===== config.mk =====
export PLATFORM = sky130hd
export DESIGN_NAME = cache_range_seq
export DESIGN_NICKNAME = d
export VERILOG_FILES = /design/src/rtl/crs_pkg.sv /design/src/rtl/crs_req_decode.sv /design/src/rtl/crs_line_math.sv /design/src/rtl/crs_lop_reg.sv /design/src/rtl/cache_range_seq.sv
export SDC_FILE = /design/constraint.sdc
export NUM_CORES = 1
export LEC_CHECK = 0
export BUFFER_PORTS_ARGS = -buffer_cell sky130_fd_sc_hd__buf_2
export CORE_MARGIN = 2
export CORE_UTILIZATION = 40
export DETAILED_ROUTE_END_ITERATION = 10
export PLACE_DENSITY = 0.66
export SYNTH_ARGS = -nofsm -noshare
export SYNTH_HDL_FRONTEND = slang
export SYNTH_HIERARCHICAL = 1
export SYNTH_SLANG_ARGS = --single-unit
export TNS_END_PERCENT = 1

===== constraint.sdc =====
create_clock -name clk -period 3.3 [get_ports clk]
set_input_delay 0.165 -clock clk [delete_from_list [all_inputs] [get_ports clk]]
set_output_delay 0.165 -clock clk [all_outputs]
set_load 0.005 [all_outputs]

===== src/rtl/crs_pkg.sv =====
package crs_pkg;
  typedef enum logic [1:0] {MOP_INV = 2'd0, MOP_CLEAN = 2'd1, MOP_FLUSH = 2'd2, MOP_NONE = 2'd3} mop_e;
  localparam logic LOP_CLEAN = 1'b0;
  localparam logic LOP_INV   = 1'b1;
  typedef enum logic [1:0] {K_NONE, K_CLEAN, K_INV, K_PAIR} kind_e;
  typedef enum logic [1:0] {ST_IDLE, ST_WALK, ST_LINE} st_e;
endpackage


===== src/rtl/crs_req_decode.sv =====
module crs_req_decode #(
  parameter int ADDR_W     = 32,
  parameter int LINE_SHIFT = 5
) (
  input  logic [1:0]        op,
  input  logic [ADDR_W-1:0] start_a,
  input  logic [ADDR_W-1:0] end_a,
  output logic [ADDR_W-1:0] start_al,
  output logic              head,
  output logic              walk
);
  import crs_pkg::*;
  localparam logic [ADDR_W-1:0] LMASK = ADDR_W'((1 << LINE_SHIFT) - 1);

  logic whole;
  always_comb begin
    start_al = start_a & ~LMASK;
    head     = (op == MOP_INV) && ((start_a & LMASK) != '0);
    whole    = (start_a == '0) && (end_a == '1);
    walk     = whole && ((op == MOP_INV) || (op == MOP_FLUSH));
  end
endmodule


===== src/rtl/crs_line_math.sv =====
module crs_line_math #(
  parameter int ADDR_W     = 32,
  parameter int LINE_SHIFT = 5
) (
  input  logic [ADDR_W:0]   cur,
  input  logic [ADDR_W-1:0] end_a,
  input  logic [1:0]        mop,
  input  logic              head,
  output crs_pkg::kind_e    kind,
  output logic [ADDR_W:0]   nxt
);
  import crs_pkg::*;
  localparam logic [ADDR_W-1:0] LMASK = ADDR_W'((1 << LINE_SHIFT) - 1);
  localparam logic [ADDR_W:0]   STEP  = (ADDR_W+1)'(1 << LINE_SHIFT);

  logic [ADDR_W:0] end_ext, end_al;
  logic below, below_al;

  always_comb begin
    end_ext  = {1'b0, end_a};
    end_al   = {1'b0, end_a & ~LMASK};
    below    = cur < end_ext;
    below_al = cur < end_al;
    nxt      = cur + STEP;
    unique case (mop)
      MOP_CLEAN: kind = below ? K_CLEAN : K_NONE;
      MOP_FLUSH: kind = below ? K_PAIR : K_NONE;
      MOP_INV: begin
        if (head)          kind = K_PAIR;
        else if (below_al) kind = K_INV;
        else if (below)    kind = K_PAIR;
        else               kind = K_NONE;
      end
      default:   kind = K_NONE;
    endcase
  end
endmodule


===== src/rtl/crs_lop_reg.sv =====
module crs_lop_reg #(
  parameter int ADDR_W = 32
) (
  input  logic              clk,
  input  logic              rst,
  input  logic              load,
  input  logic              clear,
  input  logic [ADDR_W-1:0] ld_addr,
  input  logic              ld_code,
  input  logic              lop_ready,
  output logic              lop_valid,
  output logic [ADDR_W-1:0] lop_addr,
  output logic              lop_code,
  output logic              free
);
  assign free = !lop_valid || lop_ready;

  always_ff @(posedge clk) begin
    if (rst) begin
      lop_valid <= 1'b0;
      lop_addr  <= '0;
      lop_code  <= 1'b0;
    end else if (load && free) begin
      lop_valid <= 1'b1;
      lop_addr  <= ld_addr;
      lop_code  <= ld_code;
    end else if (clear && free) begin
      lop_valid <= 1'b0;
    end
  end

  p_hold_r9: assert property (@(posedge clk) disable iff (rst)
    lop_valid && !lop_ready |=> lop_valid && $stable(lop_addr) && $stable(lop_code));
endmodule


===== src/rtl/cache_range_seq.sv =====
module cache_range_seq #(
  parameter int ADDR_W     = 32,
  parameter int LINE_BYTES = 32
) (
  input  logic              clk,
  input  logic              rst,
  input  logic              req_valid,
  input  logic [1:0]        req_op,
  input  logic [ADDR_W-1:0] req_start,
  input  logic [ADDR_W-1:0] req_end,
  output logic              busy,
  output logic              lop_valid,
  input  logic              lop_ready,
  output logic [ADDR_W-1:0] lop_addr,
  output logic              lop_code,
  output logic              walk_req,
  output logic              walk_flush,
  input  logic              walk_ack,
  output logic              done
);
  import crs_pkg::*;
  localparam int LINE_SHIFT = $clog2(LINE_BYTES);

  st_e             st;
  logic [1:0]      mop_q;
  logic [ADDR_W:0] cur, nxt;
  logic [ADDR_W-1:0] end_q, start_al;
  logic            head_q, second_q, head_d, walk_d;
  kind_e           kind;
  logic            free, ld, ld_code;

  crs_req_decode #(.ADDR_W(ADDR_W), .LINE_SHIFT(LINE_SHIFT)) u_dec (
    .op(req_op), .start_a(req_start), .end_a(req_end),
    .start_al(start_al), .head(head_d), .walk(walk_d)
  );

  crs_line_math #(.ADDR_W(ADDR_W), .LINE_SHIFT(LINE_SHIFT)) u_math (
    .cur(cur), .end_a(end_q), .mop(mop_q), .head(head_q),
    .kind(kind), .nxt(nxt)
  );

  always_comb begin
    ld      = (st == ST_LINE) && (second_q || (kind != K_NONE));
    ld_code = (second_q || (kind == K_INV)) ? LOP_INV : LOP_CLEAN;
  end

  crs_lop_reg #(.ADDR_W(ADDR_W)) u_lop (
    .clk(clk), .rst(rst), .load(ld), .clear(1'b1),
    .ld_addr(cur[ADDR_W-1:0]), .ld_code(ld_code), .lop_ready(lop_ready),
    .lop_valid(lop_valid), .lop_addr(lop_addr), .lop_code(lop_code), .free(free)
  );

  always_ff @(posedge clk) begin
    if (rst) begin
      st         <= ST_IDLE;
      busy       <= 1'b0;
      done       <= 1'b0;
      walk_req   <= 1'b0;
      walk_flush <= 1'b0;
      cur        <= '0;
      end_q      <= '0;
      mop_q      <= MOP_NONE;
      head_q     <= 1'b0;
      second_q   <= 1'b0;
    end else begin
      done <= 1'b0;
      unique case (st)
        ST_IDLE: if (req_valid) begin
          busy     <= 1'b1;
          mop_q    <= req_op;
          cur      <= {1'b0, start_al};
          end_q    <= req_end;
          head_q   <= head_d;
          second_q <= 1'b0;
          if (walk_d) begin
            st         <= ST_WALK;
            walk_req   <= 1'b1;
            walk_flush <= (req_op == MOP_FLUSH);
          end else begin
            st <= ST_LINE;
          end
        end
        ST_WALK: if (walk_ack) begin
          walk_req <= 1'b0;
          done     <= 1'b1;
          busy     <= 1'b0;
          st       <= ST_IDLE;
        end
        ST_LINE: if (free) begin
          if (second_q) begin
            second_q <= 1'b0;
            cur      <= nxt;
          end else begin
            unique case (kind)
              K_CLEAN, K_INV: cur <= nxt;
              K_PAIR: begin
                second_q <= 1'b1;
                head_q   <= 1'b0;
              end
              default: begin
                done <= 1'b1;
                busy <= 1'b0;
                st   <= ST_IDLE;
              end
            endcase
          end
        end
        default: st <= ST_IDLE;
      endcase
    end
  end

  p_done_pulse_r7: assert property (@(posedge clk) disable iff (rst) done |=> !done);
  p_done_idle_r7:  assert property (@(posedge clk) disable iff (rst) done |-> !busy);
  p_walk_hold_r6:  assert property (@(posedge clk) disable iff (rst)
    walk_req && !walk_ack |=> walk_req && $stable(walk_flush));
  p_walk_excl_r6:  assert property (@(posedge clk) disable iff (rst) walk_req |-> !lop_valid);
  p_idle_quiet_r8: assert property (@(posedge clk) disable iff (rst)
    !busy |-> !lop_valid && !walk_req);
  p_align_r1:      assert property (@(posedge clk) disable iff (rst)
    lop_valid |-> lop_addr[LINE_SHIFT-1:0] == '0);
  p_pair_r2:       assert property (@(posedge clk) disable iff (rst)
    lop_valid && lop_ready && lop_code == LOP_CLEAN && second_q |=>
      lop_valid && lop_code == LOP_INV && lop_addr == $past(lop_addr));
endmodule


==> flow_metrics.tcl <==
set metrics [dict create \
    end_kind "register" \
    async_reset_ff_share_pct 0 \
    core_area_um2 17240 \
    fin_skew_ns 0.01184 \
    die_x_um 136.4 \
    pwr-share-clk_pct 16.9 \
    port_buffers 108 \
    drtIter0Drc 360 \
    root_buffer "clkbuf_16" \
    cp_slowest_cell "dfxtp_1" \
    pin_count 109 \
    synth_edf_count 0 \
    period_needed_ns 3.176 \
    power_switching_uw 2800 \
    worst_ep_arrival_time_ns 3.39 \
    final_common_cell "dfxtp_1" \
    pwr-share-comb_pct 55.3 \
    holdWs_ns 0.04488 \
    initial_utilization_pct 40.70 \
    start_kind "register" \
    n_fill_cell 1674 \
    dp.final_hpwl_um 13500 \
    worst_ir_drop_vdd_uv 388.7 \
    tritoncts "yes" \
    die_h_um 136.4 \
    multi_input_area_um2 4116 \
    grt_most_used_layer "met2" \
    p_sw_share_pct 41.78 \
    ys_types 66 \
    n_antenna_cell 0 \
    yosysTopAreaCell "dfxtp_1" \
    cp_max_fo 15 \
    p_int_uw 3901 \
    gp_congestion 0.8247 \
    mostFrequentLayoutCells "dfxtp_1, buf_2, nand2_1" \
    setup_viol 0 \
    postSynthAreaPerCell_um2 8.587 \
    drc_errors 0 \
    cap_violations 0 \
    crit_chain "inv_1 -> ha_1 -> and4_1 -> a221oi_2 -> o21ai_2 -> a21oi_1 -> o22ai_2 -> mux2_4 -> inv_2 -> ha_4 -> o21ai_4 -> a21o_4 -> buf_12 -> a211oi_1" \
    grt.total_usage_pct 19.78 \
    overflow 0 \
    path_clk_slew_ns 0.07 \
    met3_usage_pct 2.983 \
    cp.required_ns 3.52 \
    grt_max_degree 70 \
    cts_max_path_buffers 2 \
    ant_nets 0 \
    final_util_pct 47.32 \
    leakage_uw 0.003295 \
    synth_top_area_share_pct 31.10 \
    row_count 48 \
    wl_per_cell_um 16.37 \
    antenna_found_initial 0 \
    path_delay_family "compound AO/OA/AOI/OAI gates" \
    tns_ns 0 \
    ys_ff_latch 109 \
    vias_per_cell 5.219 \
    num-nets-final 1008 \
    die_area_um2 18610 \
    register_area_um2 2182 \
    max_freq_mhz 314.9 \
    path_buf_inv 3 \
    ys_warn_count 6 \
    met1_usage_pct 26.60 \
    grt_setup_unrepaired "true" \
    slowest_delay_ns 0.34 \
    syn_area_um2 7015 \
    final_cell_count_no_fill 1126 \
    synth_ff_type "dfxtp_1" \
    vias 5877 \
    cts_sinks 109 \
    numCtsBuffers 9 \
    drive_gt1_share_pct 27.97 \
    clk_latency_ns 0.37 \
    area_delta_synth_final_pct 16.27 \
    grt_pass1_vias 5475 \
    syn_inst 817 \
    fin_crit_sh_pct 96.24 \
    hold_viol_final 0 \
    status "completed" \
    slew_violations 0 \
    worst-setup-path-type "reg2reg" \
    tightestPinTransition_ns 0.7393 \
    synth.area.top_cells "dfxtp_1, ha_1, a211oi_1, nand2_1, mux2_1" \
    dp.cells 1108 \
    dr.pass1.iters 5 \
    grt_first_pass_wirelength_um 28730 \
    p_per_area_nw_per_um2 821.5 \
    postRouteWirelength_um 18440 \
    power_uw 6701 \
    hold_class "in2reg" \
    grtUsageMet2_pct 32.16 \
    max-slew-margin-rel_pct 50.72 \
    ys_seq_area_share_pct 31.10 \
    p_seq_share_pct 27.8 \
    htree_levels 3 \
]
==> metrics by stage <==
step / area (um^2) / worst slack (ns)
after detailed placement: 7691 / -0.004998
final: 8157 / 0.1241
after CTS: 7991 / -0.03165
after global placement: 7691 / 0.05189
after global routing: 8157 / -0.08177
after floorplan: 7030 / 0.2937
==> state kept, by name, indices dropped and copies added, names as in the netlist <==
register and flops:
st 2, second_q 1, u_lop/lop_addr 32, walk_flush 1, cur 33, walk_req 1, busy 1, done 1
end_q 32, u_lop/lop_valid 1, mop_q 2, u_lop/lop_code 1, head_q 1
==> worst min-delay path, cell delays in order <==
cell,delay (ns)
buf_2,0.10
nand2_1,0.05
a21oi_1,0.05
==> kinds of logic after synthesis <==
kind of cell / synth area share [%]
simple gates: 21.69
compound gates: 18.28
buf+inv: 12.06
flops: 31.10
fa+ha+maj: 7.312
mux: 6.206
xor+xnor: 3.246
other cells: 0.1070
==> synth_stat cells (7+ instances only) <==
library cell,n
clkbuf_1,20
nand4b_1,33
mux2_1,29
dfxtp_1,109
xnor2_1,19
ha_1,41
inv_1,72
nand2_1,93
buf_2,21
xor2_1,7
a21oi_1,49
nand2b_1,40
o21ai_0,8
nor2_1,19
nand4_1,14
buf_6,9
buf_4,38
a211oi_2,12
nand3_1,16
o21ai_2,31
a211oi_1,55
==> routing by layer <==
metal	share of wire (%)	vias to the layer above	routed length (um)
li1	-	2963	-
met1	47	2748	8622
met3	4.4	21	818
met2	47	145	8595
met4	2.2	0	402
met5	0	-	0
==> repair_timing <==
item                       CTS  global route
pin swaps                    0             5
setup endpoints to repair   21            70
hold buffers                 0             0
gates resized for setup      0            29
setup buffers                0             1
hold endpoints to repair     0             0
gates cloned                 0             1
==> cell type report <==
class	count	share of cell area [%]
multi-input cells	550	50.47
flip-flops and latches	109	26.75
repair buffers	154	12.33
well taps	225	3.451
inverters	72	3.313
clock buffers	10	2.930
clock inverters	6	0.7516
==> power by group through the flow <==
stage / Clock (uW) / Sequential, uW / Combinational (uW)
4_1_cts: 1160 / 1870 / 3320
2_1_floorplan: 0 / 1930 / 2270
6_report: 1130 / 1860 / 3710
3_5_place_dp: 0 / 1900 / 3310
5_1_grt: 1210 / 1900 / 4060
3_3_place_gp: 0 / 1890 / 3260
==> final timing paths <==
kind	from	to	slack, ns	cells past startpoint
setup / recovery	end_q[15]	cur[4]	0.12	14
hold / removal	req_end[27]	end_q[27]	0.04	3
setup reg to reg	end_q[15]	cur[4]	0.12	14
hold reg to reg	end_q[23]	end_q[23]	0.46	2
(Power assumes the default switching activity.)
